`src/rtl/rs12_fix_pkg.sv`:
```
package rs12_fix_pkg;

  localparam int unsigned SYM_W = 12;

  typedef enum logic [2:0] {
    ST_IDLE,
    ST_EVAL,
    ST_READ,
    ST_WRITE,
    ST_DONE
  } seq_state_t;

  // First byte a symbol touches: the stream offset of the symbol is 12p-4 bits.
  function automatic int unsigned sym_lead_byte(input int unsigned p);
    if (p == 0) return 0;
    return (3 * p - 1) >> 1;
  endfunction

  function automatic logic [7:0] sym_lead_mask(input logic odd, input logic pad,
                                               input logic [SYM_W-1:0] pat);
    if (pad) return pat[7:0];
    if (odd) return pat[11:4];
    return {4'h0, pat[11:8]};
  endfunction

  function automatic logic [7:0] sym_tail_mask(input logic odd, input logic [SYM_W-1:0] pat);
    if (odd) return {pat[3:0], 4'h0};
    return pat[7:0];
  endfunction

  function automatic logic sym_uncorrectable(input int unsigned p, input logic [SYM_W-1:0] pat,
                                             input int unsigned last_pos);
    return (p > last_pos) || ((p == 0) && (pat[11:8] != 4'h0));
  endfunction

endpackage

```
`src/rtl/rs12_corr_store.sv`:
```
module rs12_corr_store
  import rs12_fix_pkg::*;
#(
  parameter int unsigned MAX_CORR = 4,
  parameter int unsigned POS_W    = 11,
  parameter int unsigned CNT_W    = 3
) (
  input  logic                      clk,
  input  logic                      rst_n,
  input  logic                      load,
  input  logic [CNT_W-1:0]          n_req,
  input  logic [MAX_CORR*POS_W-1:0] pos_flat,
  input  logic [MAX_CORR*SYM_W-1:0] pat_flat,
  input  logic [CNT_W-1:0]          sel,
  output logic [CNT_W-1:0]          n_eff,
  output logic [POS_W-1:0]          cur_pos,
  output logic [SYM_W-1:0]          cur_pat
);
  localparam int unsigned IDX_W = (MAX_CORR > 1) ? $clog2(MAX_CORR) : 1;

  logic [POS_W-1:0] pos_q [MAX_CORR];
  logic [SYM_W-1:0] pat_q [MAX_CORR];
  logic [IDX_W-1:0] sel_safe;

  always_ff @(posedge clk or negedge rst_n) begin
    if (!rst_n) begin
      n_eff <= '0;
      for (int k = 0; k < MAX_CORR; k++) begin
        pos_q[k] <= '0;
        pat_q[k] <= '0;
      end
    end else if (load) begin
      n_eff <= (n_req > CNT_W'(MAX_CORR)) ? CNT_W'(MAX_CORR) : n_req;
      for (int k = 0; k < MAX_CORR; k++) begin
        pos_q[k] <= pos_flat[k*POS_W +: POS_W];
        pat_q[k] <= pat_flat[k*SYM_W +: SYM_W];
      end
    end
  end

  assign sel_safe = (sel < CNT_W'(MAX_CORR)) ? IDX_W'(sel) : '0;
  assign cur_pos  = pos_q[sel_safe];
  assign cur_pat  = pat_q[sel_safe];

endmodule

```
`src/rtl/rs12_sym_mapper.sv`:
```
module rs12_sym_mapper
  import rs12_fix_pkg::*;
#(
  parameter int unsigned POS_W    = 11,
  parameter int unsigned ADDR_W   = 12,
  parameter int unsigned LAST_POS = 1374
) (
  input  logic [POS_W-1:0]  pos,
  input  logic [SYM_W-1:0]  pat,
  output logic              bad,
  output logic              two_bytes,
  output logic [ADDR_W-1:0] lead_addr,
  output logic [7:0]        lead_mask,
  output logic [7:0]        tail_mask
);
  logic pad;

  always_comb begin
    pad       = (pos == '0);
    bad       = sym_uncorrectable(32'(pos), pat, LAST_POS);
    two_bytes = !pad;
    lead_addr = ADDR_W'(sym_lead_byte(32'(pos)));
    lead_mask = sym_lead_mask(pos[0], pad, pat);
    tail_mask = sym_tail_mask(pos[0], pat);
  end

endmodule

```
`src/rtl/rs12_rmw_seq.sv`:
```
module rs12_rmw_seq
  import rs12_fix_pkg::*;
#(
  parameter int unsigned CNT_W  = 3,
  parameter int unsigned ADDR_W = 12
) (
  input  logic              clk,
  input  logic              rst_n,
  input  logic              start,
  input  logic [CNT_W-1:0]  n_eff,
  input  logic              bad,
  input  logic              two_bytes,
  input  logic [ADDR_W-1:0] lead_addr,
  input  logic [7:0]        lead_mask,
  input  logic [7:0]        tail_mask,
  input  logic [7:0]        ram_rdata,
  output logic              load,
  output logic [CNT_W-1:0]  idx,
  output logic              busy,
  output logic              done,
  output logic              fail,
  output logic [CNT_W-1:0]  applied,
  output logic              ram_rd_en,
  output logic              ram_wr_en,
  output logic [ADDR_W-1:0] ram_addr,
  output logic [7:0]        ram_wdata,
  output logic              apply_evt,
  output logic              reject_evt
);
  seq_state_t state_q, state_d;
  logic byte_q;
  logic list_end;
  logic last_byte;

  assign list_end   = (idx == n_eff);
  assign last_byte  = byte_q || !two_bytes;
  assign load       = (state_q == ST_IDLE) && start;
  assign busy       = (state_q != ST_IDLE);
  assign done       = (state_q == ST_DONE);
  assign ram_rd_en  = (state_q == ST_READ);
  assign ram_wr_en  = (state_q == ST_WRITE);
  assign ram_addr   = (ram_rd_en || ram_wr_en) ? lead_addr + ADDR_W'(byte_q) : '0;
  assign ram_wdata  = ram_wr_en ? (ram_rdata ^ (byte_q ? tail_mask : lead_mask)) : '0;
  assign reject_evt = (state_q == ST_EVAL) && !list_end && bad;
  assign apply_evt  = ram_wr_en && last_byte;

  always_comb begin
    state_d = state_q;
    unique case (state_q)
      ST_IDLE:  if (start) state_d = ST_EVAL;
      ST_EVAL:  state_d = (list_end || bad) ? ST_DONE : ST_READ;
      ST_READ:  state_d = ST_WRITE;
      ST_WRITE: state_d = last_byte ? ST_EVAL : ST_READ;
      ST_DONE:  state_d = ST_IDLE;
      default:  state_d = ST_IDLE;
    endcase
  end

  always_ff @(posedge clk or negedge rst_n) begin
    if (!rst_n) begin
      state_q <= ST_IDLE;
      byte_q  <= 1'b0;
      idx     <= '0;
      fail    <= 1'b0;
      applied <= '0;
    end else begin
      state_q <= state_d;
      if (load) begin
        idx     <= '0;
        fail    <= 1'b0;
        applied <= '0;
      end
      if (state_q == ST_EVAL) byte_q <= 1'b0;
      if (reject_evt) fail <= 1'b1;
      if (ram_wr_en) begin
        if (last_byte) begin
          idx     <= idx + 1'b1;
          applied <= applied + 1'b1;
        end else begin
          byte_q <= 1'b1;
        end
      end
    end
  end

endmodule

```
`src/rtl/rs12_err_applier.sv`:
```
module rs12_err_applier
  import rs12_fix_pkg::*;
#(
  parameter int unsigned MAX_CORR    = 4,
  parameter int unsigned POS_W       = 11,
  parameter int unsigned LAST_POS    = 1374,
  parameter int unsigned DATA_BYTES  = 2048,
  parameter int unsigned SPARE_BYTES = 64,
  localparam int unsigned ADDR_W     = $clog2(DATA_BYTES + SPARE_BYTES),
  localparam int unsigned CNT_W      = $clog2(MAX_CORR + 1)
) (
  input  logic                      clk,
  input  logic                      rst_n,
  input  logic                      start,
  input  logic [CNT_W-1:0]          n_corr,
  input  logic [MAX_CORR*POS_W-1:0] corr_pos,
  input  logic [MAX_CORR*SYM_W-1:0] corr_pat,
  output logic                      busy,
  output logic                      done,
  output logic                      fail,
  output logic [CNT_W-1:0]          applied,
  output logic                      ram_rd_en,
  output logic                      ram_wr_en,
  output logic [ADDR_W-1:0]         ram_addr,
  output logic [7:0]                ram_wdata,
  input  logic [7:0]                ram_rdata
);
  logic              load;
  logic [CNT_W-1:0]  idx;
  logic [CNT_W-1:0]  n_eff;
  logic [POS_W-1:0]  cur_pos;
  logic [SYM_W-1:0]  cur_pat;
  logic              bad;
  logic              two_bytes;
  logic [ADDR_W-1:0] lead_addr;
  logic [7:0]        lead_mask;
  logic [7:0]        tail_mask;
  logic              apply_evt;
  logic              reject_evt;

  rs12_corr_store #(.MAX_CORR(MAX_CORR), .POS_W(POS_W), .CNT_W(CNT_W)) u_store (
    .clk(clk), .rst_n(rst_n), .load(load), .n_req(n_corr),
    .pos_flat(corr_pos), .pat_flat(corr_pat), .sel(idx),
    .n_eff(n_eff), .cur_pos(cur_pos), .cur_pat(cur_pat)
  );

  rs12_sym_mapper #(.POS_W(POS_W), .ADDR_W(ADDR_W), .LAST_POS(LAST_POS)) u_map (
    .pos(cur_pos), .pat(cur_pat), .bad(bad), .two_bytes(two_bytes),
    .lead_addr(lead_addr), .lead_mask(lead_mask), .tail_mask(tail_mask)
  );

  rs12_rmw_seq #(.CNT_W(CNT_W), .ADDR_W(ADDR_W)) u_seq (
    .clk(clk), .rst_n(rst_n), .start(start), .n_eff(n_eff), .bad(bad),
    .two_bytes(two_bytes), .lead_addr(lead_addr), .lead_mask(lead_mask),
    .tail_mask(tail_mask), .ram_rdata(ram_rdata), .load(load), .idx(idx),
    .busy(busy), .done(done), .fail(fail), .applied(applied),
    .ram_rd_en(ram_rd_en), .ram_wr_en(ram_wr_en), .ram_addr(ram_addr),
    .ram_wdata(ram_wdata), .apply_evt(apply_evt), .reject_evt(reject_evt)
  );

endmodule

```
`config.mk`:
```
export PLATFORM = sky130hd
export DESIGN_NAME = rs12_err_applier
export DESIGN_NICKNAME = d
export VERILOG_FILES = /design/src/rtl/rs12_fix_pkg.sv /design/src/rtl/rs12_corr_store.sv /design/src/rtl/rs12_sym_mapper.sv /design/src/rtl/rs12_rmw_seq.sv /design/src/rtl/rs12_err_applier.sv
export SDC_FILE = /design/constraint.sdc
export NUM_CORES = 1
export LEC_CHECK = 0
export ABC_AREA = 1
export BUFFER_PORTS_ARGS = -buffer_cell sky130_fd_sc_hd__buf_2
export CORE_ASPECT_RATIO = 0.8
export CORE_UTILIZATION = 40
export CTS_CLUSTER_SIZE = 20
export DETAILED_ROUTE_END_ITERATION = 7
export GPL_TIMING_DRIVEN = 0
export PLACE_DENSITY = 0.69
export SYNTH_ARGS = -nofsm -noshare
export SYNTH_HDL_FRONTEND = slang
export SYNTH_HIERARCHICAL = 1
export SYNTH_SLANG_ARGS = --single-unit
export TNS_END_PERCENT = 1
```
`constraint.sdc`:
```
create_clock -name clk -period 4.28 [get_ports clk]
set_input_delay 0 -clock clk [delete_from_list [all_inputs] [get_ports clk]]
set_output_delay 0 -clock clk [all_outputs]
set_load 0.05 [all_outputs]
```
==> results of run 1 <==
state kept, by name (all words and copies together), names as in the netlist:
signal,cells
u_seq/byte_q,1
u_store/n_eff,3
u_store/pos_q,44
u_seq/fail,1
u_seq/idx,3
u_store/pat_q,48
u_seq/state_q,3
u_seq/applied,3
worst reg2reg max path, cell delays in order, from the launching register on:
cell	delay [ns]
dfrtp_2	0.46
buf_4	0.20
clkbuf_4	0.21
nand3_1	0.10
nand3_1	0.10
nand2_1	0.14
buf_6	0.16
clkbuf_4	0.20
inv_1	0.07
ha_1	0.21
nand2_1	0.10
nor2_4	0.06
nand2_2	0.15
buf_4	0.20
inv_1	0.06
nor2_2	0.16
inv_1	0.08
nand2_2	0.14
nand2_2	0.11
o21ai_1	0.14
per-stage QoR:
| stage | cells | hold slack (ns) | setup slack (ns) | utilization |
|---|---|---|---|---|
| 2_1_floorplan | 1022 | -0.296 | 0.438 | - |
| 3_3_place_gp | 1380 | 0.201 | 0.268 | 0.465 |
| 3_5_place_dp | 1381 | 0.0310 | 0.197 | 0.467 |
| 4_1_cts | 1493 | 0.219 | 0.0485 | 0.543 |
| 5_1_grt | 1494 | 0.241 | -0.000669 | 0.548 |
| 6_report | 1494 | 0.196 | 0.308 | 0.548 |
area by class of cell:
class	instances	area, um^2
multi-input combinational	688	3590
fill	1661	7890
buffer	45	295
clock buffer	10	239
clock inverter	3	90.1
timing repair buffer	234	1710
tap	225	282
sequential	106	2660
inverter	183	689
path summary, 6_finish.rpt:
path / end / startpoint / depth (start not counted)
min in group clk: ram_wdata[5] / ram_rdata[5] / 3
min reg2reg: u_store/pos_q[11] / u_store/pos_q[11] / 2
min: u_store/pos_q[30] / rst_n / 2
max: ram_addr[11] / u_seq/idx[0] / 25
max reg2reg: u_seq/idx[0] / u_seq/idx[0] / 19
max in group asynchronous: u_seq/idx[0] / rst_n / 3
layout by cell type, fill, tap and decap left out, types with 9 or more instances in the layout:
master and instances:
a21oi_1 20, buf_2 146, buf_4 9, buf_6 10, clkbuf_16 9, dfrtp_1 104
dlygate4sd3_1 99, ha_1 41, inv_1 174, nand2_1 273, nand2_2 10, nand3_1 114
nor2_1 48, nor2_2 9, o21ai_0 117, o21ai_2 9
timing repair:
item | 4_1_cts | 5_1_grt
gates cloned | 0 | 0
setup buffers | 0 | 1
endpoints found under the hold margin | 137 | 0
hold buffers | 99 | 0
pin swaps | 0 | 2
setup endpoints to repair | 4 | 9
resized for setup | 5 | 31
routing by layer:
metal | global-route usage | vias up | routed length [um]
met3 | 0.0337 | 18 | 1310
met2 | 0.386 | 245 | 9600
met4 | 0.0464 | 0 | 221
li1 | - | 3674 | -
met1 | 0.333 | 3352 | 9860
met5 | 0 | - | 0
==> flow_metrics.py, run 1 <==
metrics = {
    "timing": {
        "relSlewSlack": 0.627,
        "setup_tns_ns": 0,
        "setup_violations": 0,
        "post-route-min-period_ns": 3.97,
        "post-route-period-util": 0.928,
        "worstMarginPinSlew_ns": 0.560,
        "fmax_ghz": 0.252,
        "drv_slew": 0,
        "skew_ns": 0.00791,
        "hold_viol": 0,
    },
    "layout": {
        "diodes": 0,
        "post-route-cell-area_um2": 9550,
        "syn_to_final_growth_pct": 33.3,
        "final_nets": 1415,
        "layout-drive-gt1-share": 0.191,
    },
    "placed_design": {
        "hpwl_um": 14900,
        "post_dp_cell_area_um2": 8140,
        "gp_congestion": 0.915,
        "portBuffers": 133,
    },
    "floorplanning": {
        "die-area_um2": 18400,
        "die_w_um": 152,
        "rows": 43,
        "pin_count": 134,
        "die_height_um": 122,
        "start_util": 0.411,
        "core_area_um2": 17400,
    },
    "global_route": {
        "grt_pass1_vias": 6908,
        "grt_pass1_wl_um": 33800,
        "grt_use_total": 0.236,
        "grt_antenna_before_repair": 0,
        "overflow": 0,
        "grt_max_degree": 66,
    },
    "worst_setup_path": {
        "worstPathRequired_ns": 4.28,
        "cp_slowest_cell": "dfrtp_2",
        "cp-end-kind": "output pin",
        "cp-start-kind": "flop",
        "crit_top_cell": "nand2_1",
        "ff2ff_setup_slack_ns": 1.14,
        "setup.worst_path.class": "flop to output pin",
        "path_max_fanout": 10,
        "cp_num_buf_inv": 7,
        "path_delay_family": "simple AND/OR/NAND/NOR gates",
        "cp.arrival_ns": 3.97,
        "max_stage_delay_ns": 0.46,
    },
    "min_path": {
        "hold_class": "primary input to async pin",
    },
    "run": {
        "cap_violations": 0,
    },
    "cts": {
        "cts.sinks": 106,
        "cts_tree": "built",
        "clk_latency_ns": 0.34,
        "cts_root_buf": "clkbuf_16",
        "cts.clk_slew.worst_paths_ns": 0.07,
        "cts.htree.levels": 3,
        "clock_path_buffers": 2,
        "cts_buffers": 9,
    },
    "status": {
        "status": "finished clean",
    },
    "synth": {
        "synthesis.yosys.warnings": 6,
        "synth_nets": 1170,
        "netlist_instances": 1022,
        "syn_area_um2": 7160,
        "syn_avg_cell_area_um2": 7.01,
    },
    "drt": {
        "via_count": 7289,
        "ant_nets": 0,
        "detail_route.wl_per_cell_um": 14.1,
        "vias_per_cell": 4.88,
        "first_iter_violations": 597,
        "wirelength_um": 21000,
        "post-route-drc-count": 0,
        "first_pass_iters": 5,
    },
}
Power of run 1 is left out: the tool's default activity adds up to more than one toggle a clock period on the data nets, which glitch-free logic cannot reach.
==> inputs of run 2 (changes only) <==
--- a/config.mk
+++ b/config.mk
@@ -8,11 +8,11 @@
 export ABC_AREA = 1
 export BUFFER_PORTS_ARGS = -buffer_cell sky130_fd_sc_hd__buf_2
 export CORE_ASPECT_RATIO = 0.8
-export CORE_UTILIZATION = 40
+export CORE_UTILIZATION = 53
 export CTS_CLUSTER_SIZE = 20
 export DETAILED_ROUTE_END_ITERATION = 7
 export GPL_TIMING_DRIVEN = 0
-export PLACE_DENSITY = 0.69
+export PLACE_DENSITY = 0.85
 export SYNTH_ARGS = -nofsm -noshare
 export SYNTH_HDL_FRONTEND = slang
 export SYNTH_HIERARCHICAL = 1
==> flow_metrics.py, run 2 (same netlist as run 1, synthesis figures left out) <==
metrics = {
    "layout": {
        "final_nets": 1415,
        "layout.cells.non_filler": 1448,
        "final_common_cell": "nand2_1",
        "layout-drive-gt1-share": 0.193,
        "top_regs": "u_store/pat_q x48, u_store/pos_q x44",
        "largest_reg_flops": 48,
        "syn_to_final_growth_pct": 31.9,
        "final_cell_mix": "272 x nand2_1, 174 x inv_1, 146 x buf_2, 117 x o21ai_0, 114 x nand3_1",
        "post-route-cell-area_um2": 9440,
        "post-route-util": 0.726,
        "largest-register": "u_store/pat_q",
    },
    "drt": {
        "detail_route.wl_per_cell_um": 15.4,
        "wirelength_um": 22300,
        "post-route-drc-count": 0,
        "ant_nets": 0,
        "first_pass_iters": 7,
        "first_iter_violations": 827,
        "via_count": 7716,
        "vias_per_cell": 5.33,
    },
    "global_route": {
        "grt_use_met1": 0.412,
        "grt_antenna_before_repair": 1,
        "grt_pass1_vias": 7443,
        "use_met3": 0.0482,
        "grt_pass1_wl_um": 35800,
        "grt_max_degree": 64,
        "use_met2": 0.550,
        "overflow": 0,
        "grt_use_total": 0.324,
        "busiest_layer": "met2",
    },
    "worst_setup_path": {
        "rr_worst_depth": 20,
        "cp-end-kind": "output pin",
        "max_stage_delay_ns": 0.45,
        "crit_top_cell": "nand2_1",
        "cp_num_buf_inv": 7,
        "path_max_fanout": 10,
        "rr_endpoint": "u_seq/applied[0]",
        "ff2ff_setup_slack_ns": 1.10,
        "cp_slowest_cell": "dfrtp_2",
        "cp.arrival_ns": 4.09,
        "cp-start-kind": "flop",
        "setup.worst_path.class": "flop to output pin",
        "worstPathRequired_ns": 4.28,
        "path_delay_family": "simple AND/OR/NAND/NOR gates",
        "r2r-start": "u_seq/idx[2]",
    },
    "timing": {
        "fin_ws_ns": 0.193,
        "worstMarginPinSlew_ns": 0.619,
        "relSlewSlack": 0.587,
        "post-route-period-util": 0.955,
        "hold_viol": 0,
        "skew_ns": 0.00815,
        "drv_slew": 0,
        "setup_violations": 0,
        "post-route-min-period_ns": 4.09,
        "fmax_ghz": 0.245,
    },
    "cts": {
        "clock_path_buffers": 2,
        "cts_buffers": 9,
        "cts.htree.levels": 3,
        "clk_latency_ns": 0.35,
        "cts.sinks": 106,
        "cts.clk_slew.worst_paths_ns": 0.07,
        "cts_root_buf": "clkbuf_16",
        "cts_tree": "built",
    },
    "floorplanning": {
        "die-area_um2": 14000,
        "pin_count": 134,
        "die_height_um": 106,
        "rows": 37,
        "core_area_um2": 13000,
        "start_util": 0.550,
        "die_w_um": 132,
    },
    "status": {
        "status": "finished clean",
    },
    "placed_design": {
        "dp_cells": 1331,
        "hpwl_um": 14200,
        "gp_congestion": 0.941,
        "post_dp_cell_area_um2": 8070,
        "dp_slack_ns": 0.255,
        "portBuffers": 133,
    },
    "run": {
        "cap_violations": 0,
    },
    "min_path": {
        "hold_class": "primary input to async pin",
    },
}
run 2: metrics by stage:
step	hold WS, ns	setup TNS [ns]
final	0.208	0
after global routing	0.263	-0.0901
after CTS	0.226	0
after detailed placement	0.0390	0
after global placement	0.197	0
after floorplan	-0.296	0
run 2: layout make-up:
| cell class | count | area (um^2) |
|---|---|---|
| Multi-Input combinational cell | 688 | 3580 |
| Inverter | 183 | 689 |
| Clock buffer | 11 | 253 |
| Sequential cell | 106 | 2660 |
| Tap cell | 175 | 219 |
| Clock inverter | 5 | 36.3 |
| Antenna cell | 1 | 2.50 |
| Buffer | 45 | 302 |
| Timing Repair Buffer | 234 | 1700 |
| Fill cell | 951 | 3560 |
run 2: worst max path at each step:
stage                            start      endpoint  slack, ns  cells after the start
after global routing      u_seq/idx[2]  ram_addr[11]      -0.06                     26
final                     u_seq/idx[2]  ram_addr[11]       0.19                     26
after floorplan           u_seq/idx[2]   ram_addr[6]       0.44                     19
after detailed placement  u_seq/idx[2]  ram_addr[11]       0.25                     25
after CTS                 u_seq/idx[2]  ram_addr[11]       0.04                     26
after global placement    u_seq/idx[2]  ram_addr[11]       0.32                     26
run 2: what timing repair did:
action                     in CTS  in global routing
setup buffers                   0                  1
gates resized for setup         4                 33
hold buffers                   99                  0
setup endpoints to repair       3                  8
pin swaps                       0                  1
hold endpoints to repair      139                  0
run 2: routing by layer:
layer / vias to the layer above / routed length (um)
met5: - / 0
met1: 3530 / 9030
li1: 3679 / -
met4: 0 / 976
met2: 417 / 10500
met3: 90 / 1780
Power of run 2 is left out for the same reason.
